==> src/rtl/mdiv_pkg.sv <==
package mdiv_pkg;

    typedef enum logic [1:0] {
        ST_IDLE = 2'd0,
        ST_CMP  = 2'd1,
        ST_ITER = 2'd2,
        ST_FIN  = 2'd3
    } mdiv_state_e;

endpackage

==> src/rtl/mdiv_step.sv <==
// One restoring trial: optional left shift of the partial remainder,
// subtract the divisor, keep the difference only if its sign is clear.
module mdiv_step #(
    parameter int W = 24
) (
    input  logic [W:0]   rem_i,
    input  logic [W-1:0] dvs_i,
    input  logic         shift_i,
    output logic         ge_o,
    output logic [W:0]   rem_o
);
    logic [W:0]   shifted;
    logic [W+1:0] trial;

    always_comb begin
        shifted = shift_i ? {rem_i[W-1:0], 1'b0} : rem_i;
        trial   = {1'b0, shifted} - {2'b00, dvs_i};
        ge_o    = ~trial[W+1];
        rem_o   = ge_o ? trial[W:0] : shifted;
    end
endmodule

==> src/rtl/mdiv_ctrl.sv <==
module mdiv_ctrl
    import mdiv_pkg::*;
#(
    parameter int Q_W = 26,
    localparam int IDX_W = $clog2(Q_W)
) (
    input  logic             clk,
    input  logic             rst_n,
    input  logic             start_i,
    input  logic             ge_i,
    output mdiv_state_e      state_o,
    output logic [IDX_W-1:0] idx_o
);
    mdiv_state_e state_q, state_d;
    logic        last_bit;

    assign last_bit = (idx_o == '0);
    assign state_o  = state_q;

    // state register
    always_ff @(posedge clk or negedge rst_n) begin
        if (!rst_n) state_q <= ST_IDLE;
        else        state_q <= state_d;
    end

    // next-state logic
    always_comb begin
        state_d = state_q;
        unique case (state_q)
            ST_IDLE: if (start_i) state_d = ST_CMP;
            ST_CMP:  state_d = ST_ITER;
            ST_ITER: if (last_bit) state_d = ST_FIN;
            ST_FIN:  state_d = ST_IDLE;
        endcase
    end

    // bit index: the compare step picks where the serial loop begins
    always_ff @(posedge clk or negedge rst_n) begin
        if (!rst_n) begin
            idx_o <= '0;
        end else if (state_q == ST_CMP) begin
            idx_o <= ge_i ? IDX_W'(Q_W - 2) : IDX_W'(Q_W - 1);
        end else if (state_q == ST_ITER && !last_bit) begin
            idx_o <= idx_o - 1'b1;
        end
    end

    p_idx_in_range_r4: assert property (@(posedge clk) disable iff (!rst_n)
        state_q == ST_ITER |-> int'(idx_o) < Q_W);

    p_busy_start_ignored_r1: assert property (@(posedge clk) disable iff (!rst_n)
        (state_q != ST_IDLE && start_i) |=> state_q != ST_CMP);

    p_iter_exit_r6: assert property (@(posedge clk) disable iff (!rst_n)
        (state_q == ST_ITER && idx_o == '0) |=> state_q == ST_FIN);
endmodule

==> src/rtl/mdiv_core.sv <==
module mdiv_core
    import mdiv_pkg::*;
#(
    parameter int MANT_W = 24,
    parameter int EXP_W  = 10,
    localparam int Q_W   = MANT_W + 2,
    localparam int EO_W  = EXP_W + 2,
    localparam int IDX_W = $clog2(Q_W)
) (
    input  logic                   clk,
    input  logic                   rst_n,
    input  logic                   start_i,
    input  logic [MANT_W-1:0]      dvd_mant_i,
    input  logic [MANT_W-1:0]      dvs_mant_i,
    input  logic signed [EXP_W-1:0] dvd_exp_i,
    input  logic signed [EXP_W-1:0] dvs_exp_i,
    output logic                   busy_o,
    output logic                   done_o,
    output logic [Q_W-1:0]         quo_o,
    output logic signed [EO_W-1:0] exp_o,
    output logic                   sticky_o
);
    mdiv_state_e             state;
    logic [IDX_W-1:0]        idx;

    logic [MANT_W-1:0]       dvd_q, dvs_q;
    logic signed [EXP_W-1:0] exa_q, exb_q;
    logic [MANT_W:0]         rem_q;
    logic [Q_W-1:0]          qacc_q;
    logic signed [EO_W-1:0]  exp_q;

    logic [MANT_W:0]         step_in, step_out;
    logic                    step_shift, step_ge;
    logic signed [EO_W-1:0]  ediff;

    // the compare step trials the unshifted dividend, later steps shift first
    assign step_in    = (state == ST_CMP) ? {1'b0, dvd_q} : rem_q;
    assign step_shift = (state != ST_CMP);
    assign ediff      = EO_W'(exa_q) - EO_W'(exb_q);
    assign busy_o     = (state != ST_IDLE);

    mdiv_ctrl #(.Q_W(Q_W)) u_ctrl (
        .clk     (clk),
        .rst_n   (rst_n),
        .start_i (start_i),
        .ge_i    (step_ge),
        .state_o (state),
        .idx_o   (idx)
    );

    mdiv_step #(.W(MANT_W)) u_step (
        .rem_i   (step_in),
        .dvs_i   (dvs_q),
        .shift_i (step_shift),
        .ge_o    (step_ge),
        .rem_o   (step_out)
    );

    // datapath registers
    always_ff @(posedge clk or negedge rst_n) begin
        if (!rst_n) begin
            dvd_q  <= '0;
            dvs_q  <= '0;
            exa_q  <= '0;
            exb_q  <= '0;
            rem_q  <= '0;
            qacc_q <= '0;
            exp_q  <= '0;
        end else begin
            unique case (state)
                ST_IDLE: begin
                    if (start_i) begin
                        dvd_q <= dvd_mant_i;
                        dvs_q <= dvs_mant_i;
                        exa_q <= dvd_exp_i;
                        exb_q <= dvs_exp_i;
                    end
                end
                ST_CMP: begin
                    rem_q  <= step_out;
                    qacc_q <= step_ge ? {1'b1, {(Q_W-1){1'b0}}} : '0;
                    exp_q  <= step_ge ? ediff : ediff - EO_W'(1);
                end
                ST_ITER: begin
                    rem_q <= step_out;
                    if (step_ge) qacc_q[idx] <= 1'b1;
                end
                ST_FIN: ;
            endcase
        end
    end

    // output registers, loaded only when the result is published
    always_ff @(posedge clk or negedge rst_n) begin
        if (!rst_n) begin
            done_o   <= 1'b0;
            quo_o    <= '0;
            exp_o    <= '0;
            sticky_o <= 1'b0;
        end else begin
            done_o <= (state == ST_FIN);
            if (state == ST_FIN) begin
                quo_o    <= qacc_q;
                exp_o    <= exp_q;
                sticky_o <= |rem_q;
            end
        end
    end

    p_done_pulse_r6: assert property (@(posedge clk) disable iff (!rst_n)
        done_o |=> !done_o);

    p_quo_normalized_r2: assert property (@(posedge clk) disable iff (!rst_n)
        done_o |-> quo_o[Q_W-1]);

    p_outputs_hold_r7: assert property (@(posedge clk) disable iff (!rst_n)
        !done_o |-> ($stable(quo_o) && $stable(exp_o) && $stable(sticky_o)));

    p_idle_at_done_r8: assert property (@(posedge clk) disable iff (!rst_n)
        done_o |-> !busy_o);

    p_rem_below_divisor_r5: assert property (@(posedge clk) disable iff (!rst_n)
        state == ST_ITER |-> rem_q < {1'b0, dvs_q});
endmodule

==> config.mk <==
export PLATFORM = sky130hd
export DESIGN_NAME = mdiv_core
export DESIGN_NICKNAME = d
export VERILOG_FILES = /design/src/rtl/mdiv_pkg.sv /design/src/rtl/mdiv_step.sv /design/src/rtl/mdiv_ctrl.sv /design/src/rtl/mdiv_core.sv
export SDC_FILE = /design/constraint.sdc
export NUM_CORES = 1
export LEC_CHECK = 0
export ABC_AREA = 1
export BUFFER_PORTS_ARGS = -buffer_cell sky130_fd_sc_hd__buf_2
export CAP_MARGIN = 20
export CORE_MARGIN = 2
export CORE_UTILIZATION = 50
export DETAILED_ROUTE_END_ITERATION = 8
export PLACE_DENSITY = 0.74
export SKIP_LAST_GASP = 1
export SYNTH_ARGS = -nofsm -noshare
export SYNTH_HDL_FRONTEND = slang
export SYNTH_SLANG_ARGS = --single-unit
==> constraint.sdc <==
create_clock -name clk -period 4.1 [get_ports clk]
set_input_delay 0.41 -clock clk [delete_from_list [all_inputs] [get_ports clk]]
set_output_delay 0.41 -clock clk [all_outputs]
set_load 0.02 [all_outputs]
==> reports/results.ini <==
[global_routing]
gr-total-overflow=0
grt_pass1_wl_mm=38.3
grt_max_degree=91
antenna_found_initial=0
grt_pass1_vias=7870
track_usage=0.233

[setup_path]
crit_buf_inv=2
cp_common_cell=nand2_1
cp-end-kind=flip-flop
required_ns=4.48
worst_setup_path_start_kind=flip-flop
cpMaxStageDelayCell=nor2_2
worstPathArrival_ns=3.95
crit_type=reg -> reg
critPathMaxStageDelay_ns=0.54
worstPathCellList=inv_1 -> ha_2 -> buf_4 -> o21ai_0 -> ha_1 -> a21oi_1 -> nand2_1 -> a21oi_1 -> nand2_1 -> nor2_2 -> nand2_1 -> o21ai_0 -> nand3_1 -> nand2_1
crit_fanout=38
crit_family=simple AND/OR/NAND/NOR gates

[sta]
whs_ns=-0.00353
relSlewSlack=0.386
setup_viol=0
layout_setup_ws_ns=0.522
period_minus_slack_ns=3.58
setup_tns_ns=0
slew_violations=0
rsz0062_at_grt=no
finalCritPeriodShare=0.873
hold_viol_final=4
timing.fmax_mhz=279
tightest_slew_ns=0.921
fin_worst_skew_ns=0.0150

[synth]
ys.flop_type=dfrtp_1
synth_enable_flop_cells=0
synth.cell_area_sq_um=9820
yosysWarnings=0
async_flop_share=1.00
synth_top_area_cell=dfrtp_1
synth.most_common_cell=nand2_1
synth-seq-cells=178
syn_avg_cell_area_sq_um=7.85
synth_fp_nets=1368
synth_commonest_cells=nand2_1, dfrtp_1, inv_1
yosysTopAreaCellShare=0.454
ys_types=43
netlist_instances=1251
yosysSeqAreaShare=0.454
synthTopCellsByArea=dfrtp_1, nand2_1, inv_1

[floorplanning]
initial_core_util=0.506
die_area_sq_um=20800
rows=51
fp.dieW_um=144
die_h_um=144
core_sq_um=19400
io_pins=112

[final_layout]
antenna_cells=0
drive_gt1_frac=0.150
syn2layout_area_growth_pct=14.1
multiInputGateArea_sq_um=4590
seq_area_sq_um=4450
fill_cells=1845
nets=1467

[detailed_routing]
wl_per_cell_um=14.3
drcViolationCount=0
drt-pass1-iter-count=6
ant_nets=0
vias=8385
dr.first_iter.drc_count=633
via_per_inst=5.15
wl_mm=23.3

[cts]
cts-root-buf=clkbuf_16
clk_pin_slew_ns=0.08
htree_num_levels=4
cts_buffers=17
post_cts.repair.setup_buffers=0
cts_resized=0
holdBufCountCts=0
cts_buffer_depth=2
clock-sinks=178
cts_tree=yes
worstSkewPairLatency_ns=0.44

[outcome]
violations=negative hold slack
status=finished with violations

[pwr]
cellPowerDensity_nw_per_um2=965
p_leak_uw=0.00581
peakVddDrop_uv=427

[placed_design]
numPortBuffers=111
dp_hpwl_mm=17.4
post-place-ws_ns=0.581
gp_congestion=1.02

[worst_hold_path]
hold_class=in -> async

[run]
maxCapViolations=0

[through the flow]
| stage | hold slack (ns) | area [sq um] | std cells | utilization | power (uW) |
|---|---|---|---|---|---|
| global placement | 0.448 | 10600 | 1596 | 0.547 | 9040 |
| CTS | 0.0480 | 11200 | 1628 | 0.578 | 10800 |
| floorplan | 0.114 | 9820 | 1251 | - | 7620 |
| detailed placement | 0.453 | 10600 | 1596 | 0.547 | 9130 |
| global route | 0.0837 | 11200 | 1628 | 0.578 | 11800 |
| finish | -0.00353 | 11200 | 1628 | 0.578 | 10800 |
[worst paths after layout]
check,start,to,slack [ns],cells past startpoint
hold reg to reg,exp_o[1]$_DFFE_PN0P_,exp_o[1]$_DFFE_PN0P_,0.47,2
max in group asynchronous,rst_n,rem_q[14]$_DFFE_PN0P_,3.15,2
setup / recovery,u_ctrl.state_o[1]$_DFFE_PN0P_,exp_q[4]$_DFFE_PN0N_,0.52,14
min in group clk,dvd_mant_i[14],dvd_q[14]$_DFFE_PN0P_,0.19,2
setup reg to reg,u_ctrl.state_o[1]$_DFFE_PN0P_,exp_q[4]$_DFFE_PN0N_,0.52,14
hold / removal,rst_n,dvd_q[16]$_DFFE_PN0P_,-0.004,1
[flip-flops by register name (all words and copies together) (netlist names)]
| name | count |
|---|---|
| sticky_o | 1 |
| u_ctrl.idx_o | 5 |
| dvd_q | 24 |
| done_o | 1 |
| u_ctrl.state_o | 2 |
| quo_o | 26 |
| rem_q | 25 |
| exb_q | 10 |
| exp_q | 12 |
| exp_o | 12 |
| qacc_q | 26 |
| exa_q | 10 |
| dvs_q | 24 |
[routing by layer]
layer / GRT usage / vias up / part of all wire
met5: 0 / - / 0
met4: 0.0731 / 0 / 0.020
met3: 0.0291 / 34 / 0.045
met2: 0.377 / 228 / 0.47
met1: 0.330 / 3900 / 0.47
li1: - / 4223 / -
[report_power, final]
group	internal, uW	switching (uW)	leakage, uW
logic	2220	4220	0.00333
clock network	820	798	0.000284
registers	2410	350	0.00220
[placed cells by master, fill, tap and decap left out, types with 3 or more instances in the layout]
cell	instances
o211ai_1	4
nand4_1	13
o21bai_1	7
nor4_1	8
nand3_1	70
nor2_2	3
clkinv_8	3
xor2_1	6
o21ai_1	5
buf_2	110
xnor2_1	10
mux2_2	35
clkinv_4	3
inv_8	6
o21ai_0	75
clkbuf_16	17
dfrtp_1	178
ha_1	43
nand3b_1	5
nand2_1	344
nor3_1	7
buf_4	13
inv_1	153
nor2_1	113
a21oi_1	102
[area by class of cell]
type                       instances  share of cell area
multi-input combinational        874               0.409
tap                              265              0.0296
clock buffer                      17              0.0380
inverter                         155              0.0519
sequential                       178               0.398
timing repair buffer             124              0.0588
clock inverter                    15              0.0149
[cell families (layout without fill, tap and decap cells)]
family / Yosys count / in the layout / synth area share
adder cells (fa/ha/maj): 46 / 46 / 0.0601
buffers and inverters: 199 / 311 / 0.0805
XOR/XNOR: 16 / 16 / 0.0143
AND/OR/NAND/NOR: 573 / 573 / 0.241
flip-flops: 178 / 178 / 0.454
multiplexers: 35 / 35 / 0.0401
AO/OA/AOI/OAI: 204 / 204 / 0.110
[worst reg2reg max path, delay by kind of cell (launching register included)]
kind / cells / cell delay [ns]
adder cells (fa/ha/maj): 2 / 0.59
AO/OA/AOI/OAI: 4 / 0.97
AND/OR/NAND/NOR: 6 / 1.09
buffers and inverters: 2 / 0.46
flip-flops: 1 / 0.42
Note: power is estimated with default switching activity, not from simulation.
